## src/rtl/intAddPkg.sv

```systemverilog
package intAddPkg;

  localparam int unsigned DATA_W = 64;
  localparam int unsigned IMM_W = 16;
  localparam int unsigned OP_W = 3;

  localparam logic [OP_W-1:0] OP_ADD   = 3'd0;
  localparam logic [OP_W-1:0] OP_SUBF  = 3'd1;
  localparam logic [OP_W-1:0] OP_ADDE  = 3'd2;
  localparam logic [OP_W-1:0] OP_ADDME = 3'd3;
  localparam logic [OP_W-1:0] OP_ADDZE = 3'd4;
  localparam logic [OP_W-1:0] OP_ADDIS = 3'd5;

  typedef enum logic [1:0] {
    CIN_ZERO  = 2'd0,
    CIN_ONE   = 2'd1,
    CIN_CARRY = 2'd2
  } cinSel_e;

  typedef enum logic [1:0] {
    BSRC_REG  = 2'd0,
    BSRC_IMM  = 2'd1,
    BSRC_ONES = 2'd2,
    BSRC_ZERO = 2'd3
  } bSrc_e;

  typedef struct packed {
    logic    load;
    logic    zeroA;
    logic    invA;
    bSrc_e   bSrc;
    cinSel_e cinSel;
    logic    writeCa;
    logic    ovCheck;
  } addCtrl_t;

endpackage

```

## src/rtl/intAddCtrl.sv

```systemverilog
module intAddCtrl
  import intAddPkg::*;
(
  input  logic            clk,
  input  logic            rstN,
  input  logic            inValid,
  input  logic [OP_W-1:0] opSel,
  input  logic            recordEn,
  input  logic            ovEnable,
  input  logic            raIsZero,
  output addCtrl_t        ctrl,
  output logic            outValid,
  output logic            crValid
);

  addCtrl_t dec;

  always_comb begin
    dec = '0;
    dec.load = inValid;
    dec.bSrc = BSRC_REG;
    dec.cinSel = CIN_ZERO;
    dec.ovCheck = ovEnable;
    case (opSel)
      OP_SUBF: begin
        dec.invA = 1'b1;
        dec.cinSel = CIN_ONE;
      end
      OP_ADDE: begin
        dec.cinSel = CIN_CARRY;
        dec.writeCa = 1'b1;
      end
      OP_ADDME: begin
        dec.bSrc = BSRC_ONES;
        dec.cinSel = CIN_CARRY;
        dec.writeCa = 1'b1;
      end
      OP_ADDZE: begin
        dec.bSrc = BSRC_ZERO;
        dec.cinSel = CIN_CARRY;
        dec.writeCa = 1'b1;
      end
      OP_ADDIS: begin
        dec.bSrc = BSRC_IMM;
        dec.zeroA = raIsZero;
        dec.ovCheck = 1'b0;
      end
      default: begin
        dec.bSrc = BSRC_REG;
      end
    endcase
  end

  assign ctrl = dec;

  always_ff @(posedge clk or negedge rstN) begin
    if (!rstN) begin
      outValid <= 1'b0;
      crValid <= 1'b0;
    end else begin
      outValid <= inValid;
      crValid <= inValid & recordEn;
    end
  end

endmodule

```

## src/rtl/intAddDatapath.sv

```systemverilog
module intAddDatapath
  import intAddPkg::*;
#(
  parameter int unsigned WIDTH = DATA_W,
  parameter int unsigned IMMW = IMM_W
) (
  input  logic             clk,
  input  logic             rstN,
  input  addCtrl_t         ctrl,
  input  logic [WIDTH-1:0] opA,
  input  logic [WIDTH-1:0] opB,
  input  logic [IMMW-1:0]  imm16,
  input  logic [1:0]       caIn,
  input  logic [1:0]       ovIn,
  input  logic             soIn,
  output logic [WIDTH-1:0] result,
  output logic [1:0]       caOut,
  output logic [1:0]       ovOut,
  output logic             soOut,
  output logic [3:0]       crOut
);

  localparam int unsigned HALF = WIDTH / 2;
  localparam int unsigned EXT_W = WIDTH - IMMW - IMMW;

  logic [WIDTH-1:0] aEff, xOp, yOp, immExt, sum;
  logic [HALF:0]    loSum, hiSum;
  logic             cin, carry32, carry64, ovf32, ovf64;
  logic [1:0]       nextCa, nextOv;
  logic             nextSo, isNeg, isZero;
  logic [3:0]       nextCr;

  assign immExt = {{EXT_W{imm16[IMMW-1]}}, imm16, {IMMW{1'b0}}};

  always_comb begin
    aEff = ctrl.zeroA ? '0 : opA;
    xOp = ctrl.invA ? ~aEff : aEff;
    case (ctrl.bSrc)
      BSRC_IMM:  yOp = immExt;
      BSRC_ONES: yOp = '1;
      BSRC_ZERO: yOp = '0;
      default:   yOp = opB;
    endcase
    case (ctrl.cinSel)
      CIN_ONE:   cin = 1'b1;
      CIN_CARRY: cin = caIn[0];
      default:   cin = 1'b0;
    endcase
  end

  // Two half-width adders chained so the mid-point carry is explicit.
  always_comb begin
    loSum = {1'b0, xOp[HALF-1:0]} + {1'b0, yOp[HALF-1:0]} + {{HALF{1'b0}}, cin};
    hiSum = {1'b0, xOp[WIDTH-1:HALF]} + {1'b0, yOp[WIDTH-1:HALF]}
          + {{HALF{1'b0}}, loSum[HALF]};
    sum = {hiSum[HALF-1:0], loSum[HALF-1:0]};
    carry32 = loSum[HALF];
    carry64 = hiSum[HALF];
  end

  always_comb begin
    ovf64 = (xOp[WIDTH-1] == yOp[WIDTH-1]) && (sum[WIDTH-1] != xOp[WIDTH-1]);
    ovf32 = (xOp[HALF-1] == yOp[HALF-1]) && (sum[HALF-1] != xOp[HALF-1]);
    nextCa = ctrl.writeCa ? {carry32, carry64} : caIn;
    nextOv = ctrl.ovCheck ? {ovf32, ovf64} : ovIn;
    nextSo = soIn | (ctrl.ovCheck & ovf64);
    isNeg = sum[WIDTH-1];
    isZero = (sum == '0);
    nextCr = {isNeg, ~isNeg & ~isZero, isZero, nextSo};
  end

  always_ff @(posedge clk or negedge rstN) begin
    if (!rstN) begin
      result <= '0;
      caOut <= '0;
      ovOut <= '0;
      soOut <= 1'b0;
      crOut <= '0;
    end else if (ctrl.load) begin
      result <= sum;
      caOut <= nextCa;
      ovOut <= nextOv;
      soOut <= nextSo;
      crOut <= nextCr;
    end
  end

endmodule

```

## src/rtl/intAddUnit.sv

```systemverilog
module intAddUnit
  import intAddPkg::*;
(
  input  logic        clk,
  input  logic        rstN,
  input  logic        inValid,
  input  logic [2:0]  opSel,
  input  logic        recordEn,
  input  logic        ovEnable,
  input  logic        raIsZero,
  input  logic [63:0] opA,
  input  logic [63:0] opB,
  input  logic [15:0] imm16,
  input  logic [1:0]  caIn,
  input  logic [1:0]  ovIn,
  input  logic        soIn,
  output logic        outValid,
  output logic [63:0] result,
  output logic [1:0]  caOut,
  output logic [1:0]  ovOut,
  output logic        soOut,
  output logic [3:0]  crOut,
  output logic        crValid
);

  addCtrl_t ctrl;

  intAddCtrl i_ctrl (
    .clk(clk), .rstN(rstN), .inValid(inValid), .opSel(opSel),
    .recordEn(recordEn), .ovEnable(ovEnable), .raIsZero(raIsZero),
    .ctrl(ctrl), .outValid(outValid), .crValid(crValid)
  );

  intAddDatapath #(.WIDTH(DATA_W), .IMMW(IMM_W)) i_dp (
    .clk(clk), .rstN(rstN), .ctrl(ctrl), .opA(opA), .opB(opB),
    .imm16(imm16), .caIn(caIn), .ovIn(ovIn), .soIn(soIn),
    .result(result), .caOut(caOut), .ovOut(ovOut), .soOut(soOut),
    .crOut(crOut)
  );

endmodule

```

## config.mk

```make
export PLATFORM = sky130hd
export DESIGN_NAME = intAddUnit
export DESIGN_NICKNAME = d
export VERILOG_FILES = /design/src/rtl/intAddPkg.sv /design/src/rtl/intAddCtrl.sv /design/src/rtl/intAddDatapath.sv /design/src/rtl/intAddUnit.sv
export SDC_FILE = /design/constraint.sdc
export NUM_CORES = 1
export LEC_CHECK = 0
export ABC_AREA = 1
export BUFFER_PORTS_ARGS = -buffer_cell sky130_fd_sc_hd__buf_2
export CAP_MARGIN = 10
export CORE_MARGIN = 1.5
export CORE_UTILIZATION = 40
export DETAILED_ROUTE_END_ITERATION = 7
export HOLD_SLACK_MARGIN = 0.1
export PLACE_DENSITY = 0.69
export SLEW_MARGIN = 20
export SYNTH_ARGS = -nofsm -noshare
export SYNTH_HDL_FRONTEND = slang
export SYNTH_SLANG_ARGS = --single-unit
```

## constraint.sdc

```tcl
create_clock -name clk -period 1 [get_ports clk]
set_input_delay 0.1 -clock clk [delete_from_list [all_inputs] [get_ports clk]]
set_output_delay 0.1 -clock clk [all_outputs]
set_load 0.03 [all_outputs]
```

==> flow_metrics.env, run 1 <==
export IMPL_grt_start_max_net_pins=74
export IMPL_fmax_mhz=239
export IMPL_path_class="input port to register"
export IMPL_core_um2=24300
export IMPL_cp_max_fo=3
export IMPL_fin_hold_ws_ps=193
export IMPL_min_period_ps=4180
export IMPL_power_total_mw=27.2
export IMPL_setup_tns_final_ps=-168770
export IMPL_grt_pass1_wl_um=63600
export IMPL_synth_cells=1816
export IMPL_grt_setup_unrepaired="true"
export IMPL_maxCapViolations=0
export IMPL_worst_pin_slew_ps=505
export IMPL_track_usage_pct=30.9
export IMPL_syn_area_per_cell_um2=5.47
export IMPL_drc_errors=0
export IMPL_synthDistinctLibCells=34
export IMPL_power_density_nw_per_um2=1610
export IMPL_dpl_cell_area_um2=13300
export IMPL_cp_start_kind="input port"
export IMPL_hold_path_class="input port to register"
export IMPL_path_clk_slew_ps=60
export IMPL_dieArea_um2=25800
export IMPL_layout_setup_ws_ps=-3180
export IMPL_portBuffers=232
export IMPL_seqPwrFrac_pct=16.2
export IMPL_setup_viol=104
export IMPL_final_util_pct=69.6
export IMPL_finalWirelength_um=45400
export IMPL_ioPinCount=233
export IMPL_dp_cells=2559
export IMPL_drv_slew=0
export IMPL_wl_per_cell_um=16.8
export IMPL_root_buffer="clkbuf_16"
export IMPL_htreeDepth=3
export IMPL_die_x_um=161
export IMPL_ys_ff_latch=73
export IMPL_crit_family="simple AND/OR/NAND/NOR gates"
export IMPL_yosys_warnings=0
export IMPL_grt_overflow=0
export IMPL_die_y_um=161
export IMPL_vias=13700
export IMPL_antenna_left=0
export IMPL_switching_share_pct=47.6
export IMPL_drive_gt1_share_pct=39.4
export IMPL_ys_seq_area_share_pct=18.4
export IMPL_slew_headroom_pct=66.4
export IMPL_area_growth_pct=70.6
export IMPL_drtPass1Iterations=6
export IMPL_max_stage_delay_ps=440
export IMPL_p_clk_share_pct=11.7
export IMPL_start_util_pct=40.8
export IMPL_crit_required_ps=1230
export IMPL_clock_skew_ps=0
export IMPL_arrival_ps=4410
export IMPL_n_fill_cell=1950
export IMPL_hold_violations=0
export IMPL_p_int_mw=14.3
export IMPL_status="finished, violations left"
export IMPL_cts_tree="yes"
export IMPL_cts_buffers_inserted=9
export IMPL_combPwrFrac_pct=72.1
export IMPL_grt_pass1_vias=12700
export IMPL_grt_antenna_before_repair=0
export IMPL_fin_crit_sh_pct=418
export IMPL_synth_area_um2=9930
export IMPL_final_area_um2=16900
export IMPL_diodes=0
export IMPL_dp_slack_ps=-3540
export IMPL_clkSinkCount=73
export IMPL_hpwl_um=31300
export IMPL_cts_buffer_depth=2
export IMPL_p_leak_nw=9.65
export IMPL_p_switching_mw=13.0
export IMPL_finalNonFillerCells=2698
export IMPL_via_per_inst=5.08
export IMPL_worst_path_buf_inv=8
export IMPL_fin_nets=2594
export IMPL_critical_path_endpoint_type="register"
export IMPL_drtIter0Drc=1095
export IMPL_slowest_stage="fa_2"
export IMPL_rows=57
export IMPL_syn_num_nets=2041
export IMPL_gp_congestion=0.994
export IMPL_violations="negative setup slack"
export IMPL_peakVddDrop_mv=1.38
export IMPL_clock_latency_ps=340
-- cells by family (layout without fill, tap and decap cells) --
family          after synthesis  in the layout  synth area share, %
compound gates              129            129                 6.71
xor+xnor                     73             73                 6.44
fa+ha+maj                    67             67                 8.67
buf+inv                     345            903                 13.2
flops                        73             73                 18.4
simple gates               1129           1129                 46.6
-- placed cells by master, fill, tap and decap left out, types with 57 or more instances in the layout --
master | netlist | final
nand2_2 | 15 | 106
buf_2 | 8 | 155
ha_1 | 64 | 60
buf_4 | 2 | 250
dfrtp_1 | 73 | 72
nand2_4 | 0 | 57
buf_6 | 0 | 155
inv_1 | 287 | 277
nand2_1 | 817 | 665
xor2_1 | 70 | 63
nor2_1 | 138 | 122
-- area by class of cell --
cell class	count	area [um^2]	area share (%)
clock buffers	12	267	1.57
clock inverters	4	26.3	0.155
inverters	301	1150	6.78
multi-input cells	1398	8400	49.6
flip-flops and latches	73	1830	10.8
well taps	324	405	2.39
repair buffers	586	4860	28.7
-- state kept, by name, summed over array words and instances, names as in the netlist --
name             cells
i_ctrl.crValid       1
i_ctrl.outValid      1
i_dp.caOut           2
i_dp.crOut           4
i_dp.ovOut           2
i_dp.result         63
-- worst register-to-register path, stage by stage (launching register included) --
cell     delay, ps
dfrtp_1        420
buf_4          150
buf_4          120
nand2_1         70
o21ai_2         50
-- cells in the mapped netlist --
| cell type | n | area share (%) |
|---|---|---|
| a211oi_1 | 1 | 0.076 |
| a21oi_1 | 42 | 2.1 |
| a21oi_2 | 1 | 0.088 |
| a31oi_1 | 3 | 0.19 |
| and2_1 | 4 | 0.25 |
| and3_1 | 6 | 0.38 |
| buf_1 | 1 | 0.038 |
| buf_2 | 8 | 0.40 |
| buf_4 | 2 | 0.15 |
| clkbuf_1 | 33 | 1.2 |
| clkinv_1 | 3 | 0.11 |
| dfrtp_1 | 73 | 18 |
| fa_1 | 3 | 0.61 |
| ha_1 | 64 | 8.1 |
| inv_1 | 287 | 11 |
| inv_2 | 11 | 0.42 |
| nand2_1 | 817 | 31 |
| nand2_2 | 15 | 0.95 |
| nand3_1 | 75 | 3.8 |
| nand3_2 | 2 | 0.20 |
| nand3b_1 | 19 | 1.4 |
| nand4_1 | 26 | 1.6 |
| nor2_1 | 138 | 5.2 |
| nor2_2 | 12 | 0.76 |
| nor2_4 | 2 | 0.23 |
| nor3_1 | 9 | 0.45 |
| nor3_2 | 3 | 0.30 |
| nor4_1 | 1 | 0.063 |
| o211ai_1 | 1 | 0.076 |
| o21a_1 | 2 | 0.15 |
| o21ai_0 | 78 | 3.9 |
| o21bai_1 | 1 | 0.076 |
| xnor2_1 | 3 | 0.26 |
| xor2_1 | 70 | 6.2 |
-- final timing paths --
kind	start	end	slack, ps	cells past startpoint
max	opSel[0]	i_dp.crOut[2]	-3180	36
max in group asynchronous	rstN	i_dp.result[35]	340	3
min	inValid	i_ctrl.crValid	190	4
max reg2reg	i_dp.result[31]	i_dp.result[31]	80	4
min in group asynchronous	rstN	i_dp.result[14]	320	3
min reg2reg	i_dp.result[2]	i_dp.result[2]	500	2
-- power by group through the flow --
| stage | logic [mW] | registers (mW) | clock network [mW] |
|---|---|---|---|
| 2_1_floorplan | 6.41 | 5.55 | 0 |
| 3_3_place_gp | 13.8 | 4.21 | 0 |
| 3_5_place_dp | 13.9 | 4.22 | 0 |
| 4_1_cts | 16.7 | 4.30 | 3.15 |
| 5_1_grt | 20.8 | 4.43 | 3.32 |
| 6_report | 19.6 | 4.40 | 3.20 |
-- metal layers --
metal	vias to the layer above	global-route usage, %	routed length [um]
met5	-	0	0
met4	0	14.4	2420
met3	185	3.36	2840
met2	613	52.7	21600
met1	6269	39.3	18600
li1	6627	-	-
-- timing repair --
action / CTS / global route
pin swaps: 93 / 116
endpoints found under the hold margin: 79 / 0
resized for setup: 379 / 293
cloned: 3 / 2
setup endpoints to repair: 130 / 135
hold buffers: 7 / 0
setup buffers: 65 / 68
No activity file was read; power rests on OpenSTA's default activity.
==> inputs of run 2 (changes only) <==
--- a/config.mk
+++ b/config.mk
@@ -5,15 +5,15 @@
 export SDC_FILE = /design/constraint.sdc
 export NUM_CORES = 1
 export LEC_CHECK = 0
-export ABC_AREA = 1
 export BUFFER_PORTS_ARGS = -buffer_cell sky130_fd_sc_hd__buf_2
 export CAP_MARGIN = 10
 export CORE_MARGIN = 1.5
 export CORE_UTILIZATION = 40
 export DETAILED_ROUTE_END_ITERATION = 7
 export HOLD_SLACK_MARGIN = 0.1
-export PLACE_DENSITY = 0.69
+export PLACE_DENSITY = 0.71
 export SLEW_MARGIN = 20
 export SYNTH_ARGS = -nofsm -noshare
 export SYNTH_HDL_FRONTEND = slang
+export SYNTH_HIERARCHICAL = 1
 export SYNTH_SLANG_ARGS = --single-unit
==> flow_metrics.env, run 2 <==
export IMPL_status="finished, violations left"
export IMPL_violations="negative setup slack"
export IMPL_final_util_pct=73.2
export IMPL_synth_enable_flop_cells=0
export IMPL_start_util_pct=40.8
export IMPL_holdPathStages=3
export IMPL_worstRegToRegCells=2
export IMPL_yosys_top_cells_area="dfrtp_1 (21%), xnor2_1 (9.9%), ha_1 (9.3%)"
export IMPL_portBuffers=232
export IMPL_p_int_mw=17.1
export IMPL_synth_area_um2=8610
export IMPL_critical_path_endpoint_type="register"
export IMPL_htreeDepth=3
export IMPL_max_stage_delay_ps=560
export IMPL_final_cell_mix="buf_4 (352), buf_2 (154), buf_6 (122)"
export IMPL_p_leak_nw=7.21
export IMPL_rows=53
export IMPL_wl_per_cell_um=20.4
export IMPL_finalWirelength_um=40100
export IMPL_arrival_ps=6110
export IMPL_grt_start_max_net_pins=64
export IMPL_track_usage_pct=30.7
export IMPL_worst_path_buf_inv=5
export IMPL_rrSetupSlack_ps=0
export IMPL_combPwrFrac_pct=70.0
export IMPL_slowest_stage="or4_4"
export IMPL_layout_commonest_cell="buf_4"
export IMPL_synthArstFlopShare_pct=100
export IMPL_grt_antenna_before_repair=1
export IMPL_dieArea_um2=22400
export IMPL_n_fill_cell=1373
export IMPL_antenna_left=0
export IMPL_largest_reg_flops=64
export IMPL_maxCapViolations=0
export IMPL_fmax_mhz=170
export IMPL_drtIter0Drc=989
export IMPL_ioPinCount=233
export IMPL_area_growth_pct=79.2
export IMPL_cp_start_kind="input port"
export IMPL_root_buffer="clkbuf_16"
export IMPL_hpwl_um=25300
export IMPL_core_um2=21100
export IMPL_fin_nets=1911
export IMPL_grt_pass1_wl_um=53900
export IMPL_die_y_um=150
export IMPL_layout_setup_ws_ps=-4880
export IMPL_cts_buffer_depth=2
export IMPL_die_x_um=150
export IMPL_yosys_warnings=6
export IMPL_syn_num_nets=1317
export IMPL_yosysTopAreaCell="dfrtp_1"
export IMPL_ys_ff_latch=73
export IMPL_via_per_inst=5.81
export IMPL_fin_hold_ws_ps=175
export IMPL_clock_skew_ps=0
export IMPL_path_clk_slew_ps=70
export IMPL_grt_pass1_vias=10700
export IMPL_synth_top_area_share_pct=21.2
export IMPL_registers_top_by_ff_count="i_dp/result"
export IMPL_peakVddDrop_mv=1.16
export IMPL_crit_family="simple AND/OR/NAND/NOR gates"
export IMPL_cp_max_fo=7
export IMPL_worst_pin_slew_ps=889
export IMPL_slew_headroom_pct=40.7
export IMPL_power_total_mw=30.7
export IMPL_hold_path_class="input port to register"
export IMPL_gp_congestion=0.988
export IMPL_syn_area_per_cell_um2=7.88
export IMPL_min_period_ps=5880
export IMPL_vias=11400
export IMPL_p_switching_mw=13.6
export IMPL_synth_most_common_cell="nor2_1"
export IMPL_hold_violations=0
export IMPL_clock_latency_ps=360
export IMPL_p_clk_share_pct=13.0
export IMPL_drc_errors=0
export IMPL_ys_seq_area_share_pct=21.2
export IMPL_grt_overflow=0
export IMPL_drtPass1Iterations=8
export IMPL_synthDistinctLibCells=81
export IMPL_seqPwrFrac_pct=17.0
export IMPL_drive_gt1_share_pct=53.1
export IMPL_fin_crit_sh_pct=588
export IMPL_crit_required_ps=1230
export IMPL_grt_setup_unrepaired="true"
export IMPL_path_depth=29
export IMPL_path_class="input port to register"
export IMPL_cts_tree="yes"
export IMPL_cts_buffers_inserted=9
export IMPL_reg_top3="i_dp/result: 64 flops, i_dp/crOut: 3 flops"
export IMPL_yosys_top_cells_count="nor2_1 (109), xnor2_1 (97), nand2_1 (94), nand2b_1 (76), dfrtp_1 (73)"
export IMPL_synth_cells=1092
export IMPL_power_density_nw_per_um2=1990
export IMPL_setup_viol=127
export IMPL_switching_share_pct=44.2
export IMPL_clkSinkCount=73
export IMPL_synth_main_ff_cell="dfrtp_1"
export IMPL_drv_slew=0
[run 2: cell count changes after synthesis, moves of 29 or more]
cell      delta
nor2_1      -29
a21oi_1     +30
xor2_1      -53
inv_1      -264
nand3_1     -57
o21a_1      +38
nand2_1    -723
nand2b_1    +76
mux2_2      +46
xnor2_1     +94
[run 2: cell type report]
type	count	area (um^2)	share of cell area [%]
Antenna cell	1	2.50	0.0162
Clock buffer	10	229	1.48
Clock inverter	6	115	0.746
Inverter	24	93.8	0.608
Multi-Input combinational cell	934	7710	50.0
Sequential cell	73	1830	11.9
Tap cell	275	344	2.23
Timing Repair Buffer	644	5100	33.1
[run 2: metrics by stage]
step | std cells | setup TNS (ps) | setup slack, ps | area, um^2
2_1_floorplan | 1092 | -178630 | -4660 | 8960
3_5_place_dp | 1853 | -224910 | -5210 | 12600
6_report | 1967 | -203840 | -4880 | 15400
4_1_cts | 1923 | -186440 | -4390 | 14400
5_1_grt | 1966 | -212760 | -5040 | 15400
3_3_place_gp | 1853 | -222510 | -5100 | 12600
[run 2: repair_timing]
item | in CTS | in global routing
buffers inserted | 57 | 48
hold buffers | 3 | 0
hold endpoints to repair | 75 | 0
cloned | 3 | 1
pin swaps | 75 | 49
gates resized for setup | 229 | 214
setup endpoints to repair | 143 | 146
[run 2: final timing paths]
path | startpoint | endpoint
max | opSel[1] | i_dp/crOut[2]
min | ovIn[0] | i_dp/ovOut[0]
max reg2reg | i_dp/crOut[0] | i_dp/crOut[0]
min reg2reg | i_dp/result[42] | i_dp/result[42]
max in group asynchronous | rstN | i_dp/result[58]
min in group asynchronous | rstN | i_dp/result[6]
[run 2: kinds of logic after synthesis]
logic type	count (synthesis)	share of synthesized area, %
AND/OR/NAND/NOR	415	24.2
AO/OA/AOI/OAI	291	22.8
XOR/XNOR	114	11.6
buffers and inverters	85	4.03
flip-flops	73	21.2
adder cells (fa/ha/maj)	67	10.0
multiplexers	47	6.13
[run 2: power groups by stage]
stage               combinational (mW)  sequential (mW)  clock (mW)
floorplan                         6.78             6.99           0
global placement                  15.7             4.83           0
detailed placement                15.9             4.86           0
CTS                               18.3             4.95        3.93
global route                      22.4             5.26        4.07
finish                            21.5             5.22        3.98
[run 2: worst register-to-register path: cells and delay by family (launching register included)]
kind,cells,cell delay [ps]
AO/OA/AOI/OAI,1,290
flip-flops,1,430
buffers and inverters,1,160
[run 2: routing by layer]
metal  up-vias  GRT usage [%]  routed length, um
li1       5085              -                  -
met1      5361           38.1              15200
met2       761           51.1              18600
met3       223           4.88               3600
met4         0           16.7               2750
met5         -              0                  0
==> inputs of run 3 (changes only) <==
--- a/config.mk
+++ b/config.mk
@@ -15,5 +15,4 @@
 export SLEW_MARGIN = 20
 export SYNTH_ARGS = -nofsm -noshare
 export SYNTH_HDL_FRONTEND = slang
-export SYNTH_HIERARCHICAL = 1
 export SYNTH_SLANG_ARGS = --single-unit
==> flow_metrics.env, run 3 <==
export IMPL_p_leak_nw=7.22
export IMPL_critical_path_endpoint_type="register"
export IMPL_final_util_pct=73.3
export IMPL_synth_main_ff_cell="dfrtp_1"
export IMPL_root_buffer="clkbuf_16"
export IMPL_start_util_pct=40.6
export IMPL_yosysTopAreaCell="dfrtp_1"
export IMPL_synth_area_um2=8190
export IMPL_grt_antenna_before_repair=2
export IMPL_dr_wl_met2_um=18200
export IMPL_slowest_stage="or4_4"
export IMPL_hpwl_um=24000
export IMPL_drtIter0Drc=760
export IMPL_syn_area_per_cell_um2=7.76
export IMPL_hold_violations=0
export IMPL_dieArea_um2=21300
export IMPL_vias=10500
export IMPL_registers_top_by_ff_count="i_dp.result"
export IMPL_ys_seq_area_share_pct=22.3
export IMPL_grt_pass1_wl_um=51600
export IMPL_drtPass1Iterations=4
export IMPL_cts_buffer_depth=2
export IMPL_synth_cells=1055
export IMPL_synthAdderAreaFrac_pct=10.5
export IMPL_cp_max_fo=4
export IMPL_syn_num_nets=1280
export IMPL_power_density_nw_per_um2=1850
export IMPL_drive_gt1_share_pct=52.2
export IMPL_synth_simple_gate_area_share_pct=20.6
export IMPL_cts_buffers_inserted=9
export IMPL_peakVddDrop_mv=2.03
export IMPL_gp_congestion=0.924
export IMPL_dpl_cell_area_um2=11800
export IMPL_die_x_um=146
export IMPL_area_growth_pct=80.5
export IMPL_worst_pin_slew_ps=829
export IMPL_grt_pass1_vias=10300
export IMPL_wl_per_cell_um=18.9
export IMPL_fin_crit_sh_pct=571
export IMPL_final_cell_mix="buf_4 (337), nand2_1 (188), buf_2 (153)"
export IMPL_rows=52
export IMPL_dr_wl_met3_um=2470
export IMPL_crit_required_ps=1210
export IMPL_drc_errors=0
export IMPL_arrival_ps=5920
export IMPL_drv_slew=0
export IMPL_r2r_start="i_dp.result[39]"
export IMPL_layout_setup_ws_ps=-4710
export IMPL_synth_top_family_by_area="compound AO/OA/AOI/OAI gates"
export IMPL_path_class="input port to register"
export IMPL_yosys_top_cells_area="dfrtp_1 (22%), ha_1 (9.8%), xnor2_1 (9.7%)"
export IMPL_clock_latency_ps=350
export IMPL_min_period_ps=5710
export IMPL_synth_compound_area_share_pct=23.8
export IMPL_critPathLaunch="opSel[1]"
export IMPL_core_um2=20200
export IMPL_via_per_inst=5.51
export IMPL_die_y_um=146
export IMPL_clkSinkCount=73
export IMPL_setup_viol=132
export IMPL_layout_commonest_cell="buf_4"
export IMPL_m1WireLength_um=14300
export IMPL_ys_ff_latch=73
export IMPL_largest_reg_flops=63
export IMPL_yosys_warnings=0
export IMPL_portBuffers=232
export IMPL_synth_enable_flop_cells=0
export IMPL_worstHoldStart="ovIn[1]"
export IMPL_synthMuxAreaShare_pct=6.44
export IMPL_rrSetupSlack_ps=50
export IMPL_ioPinCount=233
export IMPL_synth_xor_area_share_pct=12.3
export IMPL_synthArstFlopShare_pct=100
export IMPL_crit_path_frequent_cell="buf_4"
export IMPL_fin_hold_ws_ps=101
export IMPL_top_layer_used="met4"
export IMPL_track_usage_pct=30.4
export IMPL_yosys_top_cells_count="nand2_1 (200), xnor2_1 (91), a21oi_1 (75), dfrtp_1 (73), o21ai_0 (71)"
export IMPL_synthDistinctLibCells=81
export IMPL_reg_top3="i_dp.result: 63 flops, i_dp.crOut: 4 flops"
export IMPL_clock_skew_ps=0
export IMPL_cp_start_kind="input port"
export IMPL_grt_setup_unrepaired="true"
export IMPL_finalWirelength_um=36100
export IMPL_antenna_left=0
export IMPL_cts_tree="yes"
export IMPL_slew_headroom_pct=44.8
export IMPL_power_total_mw=27.3
export IMPL_maxCapViolations=0
export IMPL_final_area_um2=14800
export IMPL_fmax_mhz=175
export IMPL_fin_nets=1859
export IMPL_grt_start_max_net_pins=74
export IMPL_htreeDepth=3
export IMPL_grt_overflow=0
export IMPL_status="finished, violations left"
export IMPL_synth_most_common_cell="nand2_1"
export IMPL_synth_top_area_share_pct=22.3
export IMPL_hold_path_class="input port to register"
export IMPL_violations="negative setup slack"
export IMPL_path_clk_slew_ps=60
export IMPL_max_stage_delay_ps=580
-- run 3: changes by cell type after synthesis, moves of 13 or more --
| cell | change |
|---|---|
| o21a_1 | -17 |
| nand2_1 | +106 |
| o21ai_0 | +13 |
| nand2b_1 | -63 |
| nor2_1 | -42 |
| a22oi_1 | +13 |
-- run 3: report_power, final --
group / switching (mW) / internal [mW]
clock: 1.74 / 1.77
combinational: 9.38 / 9.44
sequential: 1.00 / 4.00
-- run 3: worst paths after layout --
kind	endpoint	cells past startpoint
setup / recovery	i_dp.crOut[2]	34
hold / removal	i_dp.ovOut[1]	3
setup reg to reg	i_dp.result[39]	2
hold reg to reg	i_dp.result[58]	2
max in group asynchronous	i_dp.crOut[3]	3
min in group asynchronous	i_ctrl.crValid	3
-- run 3: per-stage QoR --
stage	TNS (ps)	instances	setup slack, ps
after global placement	-221230	1795	-4920
after CTS	-191100	1881	-4540
after detailed placement	-229320	1795	-5190
after global routing	-210470	1910	-4930
after floorplan	-195410	1055	-4690
final	-199150	1912	-4710
-- run 3: critical path: cells and delay by family --
| kind | cells | cell delay (ps) |
|---|---|---|
| AO/OA/AOI/OAI | 7 | 1410 |
| XOR/XNOR | 1 | 130 |
| adder cells (fa/ha/maj) | 1 | 380 |
| buffers and inverters | 21 | 2590 |
| AND/OR/NAND/NOR | 4 | 1310 |
-- run 3: final cells by class --
class / count / area (um^2)
clock inverter: 7 / 68.8
multi-input combinational: 896 / 7300
antenna: 3 / 7.51
inverter: 26 / 97.6
fill: 1395 / 5390
clock buffer: 9 / 225
sequential: 73 / 1830
tap: 270 / 338
timing repair buffer: 628 / 4910
-- run 3: what timing repair did --
| action | CTS | global route |
|---|---|---|
| endpoints found under the hold margin | 76 | 0 |
| setup endpoints to repair | 145 | 146 |
| hold buffers | 4 | 0 |
| gates cloned | 0 | 0 |
| pin swaps | 49 | 67 |
| resized for setup | 193 | 302 |
| setup buffers | 70 | 66 |
-- run 3: cell families (layout without fill, tap and decap cells) --
group,Yosys count,count (layout)
AO/OA/AOI/OAI,293,293
XOR/XNOR,115,115
adder cells (fa/ha/maj),67,67
buffers and inverters,86,670
flip-flops,73,73
multiplexers,47,47
other,0,3
AND/OR/NAND/NOR,374,374
-- run 3: layer usage --
metal | global-route usage, % | up-vias
met2 | 52.7 | 478
met5 | 0 | -
met1 | 37.6 | 5054
li1 | - | 4897
met4 | 11.3 | 0
met3 | 5.38 | 98
